## src/rtl/tmr_pkg.sv

```systemverilog
package tmr_pkg;
  // Strobes from control to datapath, one set per clock
  typedef struct packed {
    logic advance;    // counter increments
    logic zeroCount;  // counter loads zero (priority over advance)
    logic capLoad;    // capture register takes counter
  } tmrStrobe_t;

  typedef enum logic [1:0] {
    PIN_KEEP   = 2'b00,
    PIN_LOW    = 2'b01,
    PIN_HIGH   = 2'b10,
    PIN_TOGGLE = 2'b11
  } pinAct_e;
endpackage

```

## src/rtl/tmr_ctrl.sv

```systemverilog
module tmr_ctrl
  import tmr_pkg::*;
#(
  parameter int CW = 32,
  parameter int NM = 4,
  parameter int SYNC_STAGES = 2
) (
  input  logic          clk,
  input  logic          rstN,
  input  logic          start,
  input  logic [CW-1:0] prescaleLimit,
  input  logic [NM-1:0] matchHit,
  input  logic [NM-1:0] matchIrqEn,
  input  logic [NM-1:0] matchStopEn,
  input  logic [NM-1:0] matchResetEn,
  input  logic          capIn,
  input  logic          capRiseCapEn,
  input  logic          capFallCapEn,
  input  logic          capRiseClrEn,
  input  logic          capFallClrEn,
  input  logic [NM:0]   irqClear,
  output tmrStrobe_t    strobe,
  output logic [NM-1:0] matchEvt,
  output logic          running,
  output logic [NM:0]   irqFlags
);
  localparam int SHW = SYNC_STAGES + 1;

  logic [CW-1:0]  preCnt;
  logic [SHW-1:0] capShift;
  logic           atLimit, anyStop, anyReset;
  logic           capRise, capFall, capClr;
  logic [NM:0]    flagSet;

  assign atLimit  = running && (preCnt == prescaleLimit);
  assign matchEvt = {NM{atLimit}} & matchHit;
  assign anyStop  = |(matchEvt & matchStopEn);
  assign anyReset = |(matchEvt & matchResetEn);

  assign capRise = capShift[SHW-2] & ~capShift[SHW-1];
  assign capFall = ~capShift[SHW-2] & capShift[SHW-1];
  assign capClr  = (capRise & capRiseClrEn) | (capFall & capFallClrEn);

  always_comb begin
    strobe.capLoad   = (capRise & capRiseCapEn) | (capFall & capFallCapEn);
    strobe.zeroCount = capClr | anyReset;
    strobe.advance   = atLimit & ~anyStop;
  end

  assign flagSet = {strobe.capLoad, matchEvt & matchIrqEn};

  always_ff @(posedge clk or negedge rstN) begin
    if (!rstN) begin
      preCnt   <= '0;
      capShift <= '0;
      running  <= 1'b0;
      irqFlags <= '0;
    end else begin
      capShift <= {capShift[SHW-2:0], capIn};
      running  <= (running | start) & ~anyStop;
      irqFlags <= (irqFlags & ~irqClear) | flagSet;
      if (capClr || atLimit) preCnt <= '0;
      else if (running)      preCnt <= preCnt + 1'b1;
    end
  end
endmodule

```

## src/rtl/tmr_datapath.sv

```systemverilog
module tmr_datapath
  import tmr_pkg::*;
#(
  parameter int CW = 32,
  parameter int NM = 4
) (
  input  logic           clk,
  input  logic           rstN,
  input  tmrStrobe_t     strobe,
  input  logic [NM-1:0]  matchEvt,
  input  logic [NM*CW-1:0] matchValue,
  input  logic [2*NM-1:0]  pinAction,
  output logic [NM-1:0]  matchHit,
  output logic [CW-1:0]  count,
  output logic [CW-1:0]  capValue,
  output logic [NM-1:0]  matchPins
);
  always_ff @(posedge clk or negedge rstN) begin
    if (!rstN) begin
      count    <= '0;
      capValue <= '0;
    end else begin
      if (strobe.capLoad)        capValue <= count;
      if (strobe.zeroCount)      count <= '0;
      else if (strobe.advance)   count <= count + 1'b1;
    end
  end

  for (genvar i = 0; i < NM; i++) begin : g_lane
    pinAct_e act;
    assign act         = pinAct_e'(pinAction[2*i +: 2]);
    assign matchHit[i] = (count == matchValue[i*CW +: CW]);

    always_ff @(posedge clk or negedge rstN) begin
      if (!rstN) matchPins[i] <= 1'b0;
      else if (matchEvt[i]) begin
        case (act)
          PIN_LOW:    matchPins[i] <= 1'b0;
          PIN_HIGH:   matchPins[i] <= 1'b1;
          PIN_TOGGLE: matchPins[i] <= ~matchPins[i];
          default:    matchPins[i] <= matchPins[i];
        endcase
      end
    end
  end
endmodule

```

## src/rtl/tmr_match_timer.sv

```systemverilog
module tmr_match_timer
  import tmr_pkg::*;
#(
  parameter int CW = 32,
  parameter int NM = 4
) (
  input  logic             clk,
  input  logic             rstN,
  input  logic             start,
  input  logic [CW-1:0]    prescaleLimit,
  input  logic [NM*CW-1:0] matchValue,
  input  logic [NM-1:0]    matchIrqEn,
  input  logic [NM-1:0]    matchStopEn,
  input  logic [NM-1:0]    matchResetEn,
  input  logic [2*NM-1:0]  pinAction,
  input  logic             capIn,
  input  logic             capRiseCapEn,
  input  logic             capFallCapEn,
  input  logic             capRiseClrEn,
  input  logic             capFallClrEn,
  input  logic [NM:0]      irqClear,
  output logic             running,
  output logic [CW-1:0]    count,
  output logic [CW-1:0]    capValue,
  output logic [NM-1:0]    matchPins,
  output logic [NM:0]      irqFlags
);
  tmrStrobe_t    strobe;
  logic [NM-1:0] matchEvt;
  logic [NM-1:0] matchHit;

  tmr_ctrl #(.CW(CW), .NM(NM)) u_ctrl (
    .clk(clk), .rstN(rstN), .start(start), .prescaleLimit(prescaleLimit),
    .matchHit(matchHit), .matchIrqEn(matchIrqEn), .matchStopEn(matchStopEn),
    .matchResetEn(matchResetEn), .capIn(capIn),
    .capRiseCapEn(capRiseCapEn), .capFallCapEn(capFallCapEn),
    .capRiseClrEn(capRiseClrEn), .capFallClrEn(capFallClrEn),
    .irqClear(irqClear), .strobe(strobe), .matchEvt(matchEvt),
    .running(running), .irqFlags(irqFlags)
  );

  tmr_datapath #(.CW(CW), .NM(NM)) u_dp (
    .clk(clk), .rstN(rstN), .strobe(strobe), .matchEvt(matchEvt),
    .matchValue(matchValue), .pinAction(pinAction), .matchHit(matchHit),
    .count(count), .capValue(capValue), .matchPins(matchPins)
  );
endmodule

```

## config.mk

```make
export PLATFORM = sky130hd
export DESIGN_NAME = tmr_match_timer
export DESIGN_NICKNAME = d
export VERILOG_FILES = /design/src/rtl/tmr_pkg.sv /design/src/rtl/tmr_ctrl.sv /design/src/rtl/tmr_datapath.sv /design/src/rtl/tmr_match_timer.sv
export SDC_FILE = /design/constraint.sdc
export NUM_CORES = 1
export LEC_CHECK = 0
export BUFFER_PORTS_ARGS = -buffer_cell sky130_fd_sc_hd__buf_2
export CAP_MARGIN = 10
export CORE_ASPECT_RATIO = 0.75
export CORE_MARGIN = 10
export CORE_UTILIZATION = 25
export CTS_BUF_LIST = sky130_fd_sc_hd__clkbuf_16
export CTS_CLUSTER_SIZE = 12
export DETAILED_ROUTE_END_ITERATION = 7
export GPL_ROUTABILITY_DRIVEN = 0
export SYNTH_ARGS = -nofsm -noshare
export SYNTH_HDL_FRONTEND = slang
export SYNTH_SLANG_ARGS = --single-unit
export TNS_END_PERCENT = 100
```

## constraint.sdc

```tcl
create_clock -name clk -period 2.55 [get_ports clk]
set_clock_uncertainty 0.15 [all_clocks]
set_input_delay 0.51 -clock clk [delete_from_list [all_inputs] [get_ports clk]]
set_output_delay 0.51 -clock clk [all_outputs]
set_load 0.005 [all_outputs]
```

==> After elaboration in Yosys (flattened, before gate mapping) <==
Index checks and enable logic that the tools add are counted.
{ "op_classes": {"add_sub_neg": 2, "multipliers": 0, "n_div": 0, "magnitude_cmp": 0, "eq_ne": 17, "n_shift": 0, "muxes": 8, "n_bitwise": 26, "n_reduce_logical": 14} }
{ "op_table": {"columns": ["op", "n"], "rows": [
  ["32-bit == test", 5],
  ["32-bit two-way mux", 4],
  ["32-bit by 1-bit adder with 32-bit output (second input constant)", 2],
  ["4-bit AND", 4],
  ["2-bit == test (second input constant)", 8],
  ["1-bit case mux with 3 select lines", 4],
  ["3-bit nonzero test", 4],
  ["1-bit AND", 8],
  ["2-bit by 1-bit == test with 1-bit output (second input constant)", 4],
  ["2-bit AND reduction", 4],
  ["4-bit OR reduction", 2],
  ["1-bit inverter", 7],
  ["5-bit AND", 1],
  ["5-bit inverter", 1],
  ["5-bit bitwise OR", 1],
  ["1-bit bitwise OR", 4],
  ["2-bit nonzero test", 2],
  ["1-bit logical AND", 1],
  ["1-bit logical OR", 1]
]} }
{ "word_totals": {"reg_bits": 109, "latchBits": 0, "ram_bits": 0, "mem_bits_ro": 0, "mem_count": 0} }

==> Logic depth before layout (Yosys ltp) <==
{ "depth": {"ltp_word": 9, "ltp_mapped": 10, "mapped_depth_nobuf": 7} }

==> Hierarchy <==
Synthesis repeated with hierarchy kept, for this count alone.
{ "hier_totals": {"cells_unflattened": 715, "area_unflattened_um2": 7039.3} }
{ "modules_own_cells": {"columns": ["mod", "n_inst", "cells_each", "area_per_inst_um2"], "rows": [
  ["tmr_datapath", 1, 461, 4609.4],
  ["tmr_ctrl", 1, 254, 2429.8]
]} }

==> Worst setup path after synthesis <==
OpenSTA, ideal clock, no wires.
{ "synth_timing": {"kind": "input-to-reg", "from": "in prescaleLimit[17]", "to": "reg u_dp.count[5]", "t_arrival_ns": 2.040, "required_ns": 2.266, "slack_ns": 0.226, "cell_stages": 8, "path_buffers": 1, "cell_sequence": "xor2_1 -> nor4_1 -> nand4_1 -> nor3_2 -> and3_1 -> a211o_1 -> buf_2 -> a21oi_1"} }
{ "synth_between": {"elab_chain_len": 8, "elab_cells_between_ends": 12, "classes_between": "eq/ne (1); mux (1); bitwise (6); reduce/logical (4)"} }
{ "synth_lines": {"columns": ["element", "line_no", "rtl"], "rows": [
  ["start, declared", "tmr_match_timer.sv:10", "input logic [CW-1:0] prescaleLimit,"],
  ["32-bit == test (*)", "tmr_ctrl.sv:35", "assign atLimit = running && (preCnt == prescaleLimit);"],
  ["1-bit logical AND (*)", "tmr_ctrl.sv:35", null],
  ["4-bit AND", "tmr_ctrl.sv:36", "assign matchEvt = {NM{atLimit}} & matchHit;"],
  ["4-bit AND", "tmr_ctrl.sv:37", "assign anyStop = |(matchEvt & matchStopEn);"],
  ["4-bit OR reduction", "tmr_ctrl.sv:37", null],
  ["1-bit inverter", "tmr_ctrl.sv:47", "strobe.advance = atLimit & ~anyStop;"],
  ["1-bit AND", "tmr_ctrl.sv:47", null],
  ["2-bit nonzero test (no line)", null, null],
  ["end signal, assigned", "tmr_datapath.sv:25", "else if (strobe.advance) count <= count + 1'b1;"],
  ["end, declared", "tmr_datapath.sv:14", "output logic [CW-1:0] count,"]
]} }
Every way passes the cells marked *; elsewhere a longest branch is shown, timed or not.
A chain may end at the register's enable or synchronous reset.

==> Worst setup path in the final report <==
{ "layout_timing": {"from": "reg u_dp.count[10]", "to": "reg u_dp.count[3]"} }
{ "layout_between": {"elab_chain_len": 7, "elab_cells_between_ends": 14, "classes_between": "eq/ne (4); mux (1); bitwise (6); reduce/logical (3)"} }
{ "layout_lines": {"columns": ["element", "line_no", "rtl"], "rows": [
  ["32-bit == test", "tmr_datapath.sv:32", "assign matchHit[i] = (count == matchValue[i*CW +: CW]);"],
  ["4-bit AND (*)", "tmr_ctrl.sv:36", null],
  ["4-bit AND", "tmr_ctrl.sv:37", null],
  ["4-bit OR reduction", "tmr_ctrl.sv:37", null],
  ["1-bit inverter", "tmr_ctrl.sv:47", null],
  ["1-bit AND", "tmr_ctrl.sv:47", null],
  ["2-bit nonzero test (no line)", null, null]
]} }
Marked as above.

==> results.toml <==
[clocking]
clock-root-buffer = "clkbuf_16"
cts_num_sinks = 109
htreeDepth = 3
numCtsBuffers = 9
clk_latency_ps = 360
clk_pin_slew_worst_paths_ps = 80
cts_buffer_depth = 2
cts_tree = "done"

[sta]
slew_viol_final = 0
rsz0062_at_grt = "true"
relSlewSlack_pct = 65.0
fin_ws_ps = -40.4
final_hold_viol_count = 0
period_minus_slack_ps = 2590
worstMarginPinSlew_ps = 525
fin_tns_setup_ps = -223
setup_viol = 11
min_period_over_period_pct = 102
fmax_mhz = 386
whs_ps = 108

[global_route]
antenna_found_initial = 3
grtUsageTotal_pct = 16.5
grt_max_degree = 37
grt_first_pass_wirelength_mm = 46.1
grt_pass1_vias = 7370
grt-ovfl-total = 0

[route]
wire_per_inst_um = 21.1
routed_wl_mm = 32.2
routed_via_density = 4.89
ant_nets = 0
drtIter0Drc = 568
first_pass_iters = 5
drcViolationCount = 0
vias = 7478

[yosys]
synth_top_area_share_pct = 37.7
synth_top_area_cell = "dfrtp_1"
synth-compound-area-share_pct = 7.94
syn_nets = 947
synth-xor-area-share_pct = 22.9
syn_area_per_cell_sq_um = 9.62
synth_top_family_by_area = "XOR/XNOR gates"
synth_area_leaders = "dfrtp_1, xnor2_1, xor2_1, mux2_2, nand4_1"
yosys.cell_types.count = 53
yosysSeqAreaShare_pct = 37.7
synth-simple-area-share_pct = 20.2
ys_ff_latch = 109
syn-cell-area_sq_mm = 0.00723
synthMuxAreaShare_pct = 5.12
synthArstFlopShare_pct = 100
ys_warn_count = 0
synthCells = 752
synth_edf_count = 0
synthFlopType = "dfrtp_1"
synth_fa_ha_area_share_pct = 0.346

[outcome]
violations = "negative setup slack"
status = "finished, violations left"

[finish]
drive_gt1_share_pct = 50.7
fin_util_pct = 38.8
nets = 1332
area_delta_synth_final_pct = 51.4
instances_no_fill = 1528

[setup_path]
cp_cell_sequence = "buf_4, xnor2_1, nand4_1, nor4_2, buf_4, nand3_4, o2111ai_4, buf_6, buf_12, or4_1, a21oi_2"
cp_slowest_stage_delay_ps = 490
path_class = "flop to flop"
worstPathRequired_ps = 2690
end_kind = "flop"
arrival_ps = 2730
start_kind = "flop"
crit_top_cell = "buf_4"
critPathMaxFanout = 16
cpMaxStageDelayCell = "or4_1"

[die]
core_area_sq_mm = 0.0282
rows = 53
die_area_sq_mm = 0.0362
io_pins = 267
die_x_um = 216
die_y_um = 167
initial_utilization_pct = 25.6

[placed_design]
place_inst = 1473
hpwl_mm = 25.1
portBuffers = 266

[power]
vdd_drop_max_uv = 292
powerDensity_mw_per_mm2 = 349
p_leak_nw = 5.03

[flow_run]
maxCapViolations = 0

[min_path]
hold_class = "input pin to flop"
final timing paths:
kind	depth (start not counted)	end	slack, ps	start
max	11	u_dp.count[3]	-40	u_dp.count[10]
min	1	u_ctrl.capShift[0]	110	capIn
max reg2reg	11	u_dp.count[3]	-40	u_dp.count[10]
min reg2reg	0	u_ctrl.capShift[1]	200	u_ctrl.capShift[0]
max in group asynchronous	3	u_dp.count[13]	1110	rstN
min in group asynchronous	2	u_ctrl.preCnt[18]	480	rstN
critical path: cells and delay by family (launching register included):
kind | cells | cell delay [ps]
AO/OA/AOI/OAI | 2 | 320
XOR/XNOR | 1 | 150
buffers and inverters | 4 | 680
flip-flops | 1 | 440
AND/OR/NAND/NOR | 4 | 770
placed cells by master, fill, tap and decap left out, types with 4 or more instances in the layout:
| cell | count |
|---|---|
| a21oi_1 | 26 |
| mux2_2 | 32 |
| nand3_1 | 29 |
| clkbuf_16 | 13 |
| o31ai_1 | 21 |
| or3_1 | 8 |
| dfrtp_1 | 85 |
| xnor2_1 | 125 |
| or4_4 | 8 |
| nand2_1 | 26 |
| buf_6 | 17 |
| xor2_1 | 48 |
| nor4_2 | 11 |
| nor2_1 | 42 |
| o21ai_0 | 7 |
| buf_4 | 134 |
| and3_1 | 11 |
| or4_1 | 16 |
| a21oi_2 | 12 |
| and4_1 | 7 |
| o21ai_1 | 6 |
| buf_2 | 265 |
| dfrtp_2 | 24 |
| xnor2_2 | 16 |
| inv_1 | 19 |
| o31ai_2 | 4 |
| nand4_1 | 52 |
| nor4_1 | 8 |
| buf_12 | 10 |
what timing repair did:
action | CTS | global route
setup endpoints to repair | 33 | 43
hold buffers | 1 | 0
cloned | 2 | 6
setup buffers | 6 | 25
pin swaps | 6 | 48
resized for setup | 41 | 72
endpoints found under the hold margin | 26 | 0
cell families after synthesis:
family	count (synthesis)
compound gates	90
mux	33
simple gates	250
flops	109
fa+ha+maj	2
buf+inv	79
xor+xnor	189
power breakdown:
part / switching (mW) / total, mW / internal [mW] / leakage [nW]
registers: 0.0241 / 1.78 / 1.76 / 1.46
logic: 0.328 / 0.654 / 0.326 / 3.43
clock network: 0.715 / 1.39 / 0.671 / 0.135
metal layers:
metal,share of wire (%),track usage [%]
met5,0.037,0
met4,2.7,6.01
met3,8.8,5.26
met2,44,24.9
met1,44,21.6
cell type report:
class	instances	area, sq um
antenna	1	2.50
clock buffer	9	225
clock inverter	7	50.0
fill	2801	17300
inverter	19	71.3
multi-input combinational	564	4470
sequential	109	2760
tap	385	482
timing repair buffer	434	2890
synth_stat cells, drive strengths merged, types with 2 or more instances:
| master | number |
|---|---|
| o21ai | 13 |
| buf | 51 |
| and3 | 12 |
| or3 | 8 |
| clkbuf | 9 |
| and4 | 7 |
| nor2 | 43 |
| a22o | 2 |
| nand2 | 28 |
| nor3 | 6 |
| nor4b | 2 |
| or4 | 24 |
| o31ai | 25 |
| dfrtp | 109 |
| nand3 | 35 |
| or2 | 2 |
| mux2 | 32 |
| a31oi | 3 |
| a21oi | 38 |
| ha | 2 |
| xor2 | 48 |
| xnor2 | 141 |
| and2 | 3 |
| o41ai | 2 |
| nor2b | 2 |
| nand4 | 53 |
| nor4 | 21 |
| inv | 19 |
registers in the layout, indices dropped and copies added (netlist names):
register         flops
u_ctrl.preCnt       32
u_dp.capValue       32
u_dp.count          32
u_ctrl.irqFlags      5
u_dp.matchPins       4
u_ctrl.capShift      3
u_ctrl.running       1
stage by stage:
step	cell area, sq um	worst slack (ps)	power, mW
final	11000	-40.4	3.82
after global routing	11000	-106	4.02
after CTS	10300	-21.3	3.85
after detailed placement	9800	-195	2.42
after global placement	9800	-231	2.41
after floorplan	7230	226	2.08
No activity file was read; power rests on OpenSTA's default activity.
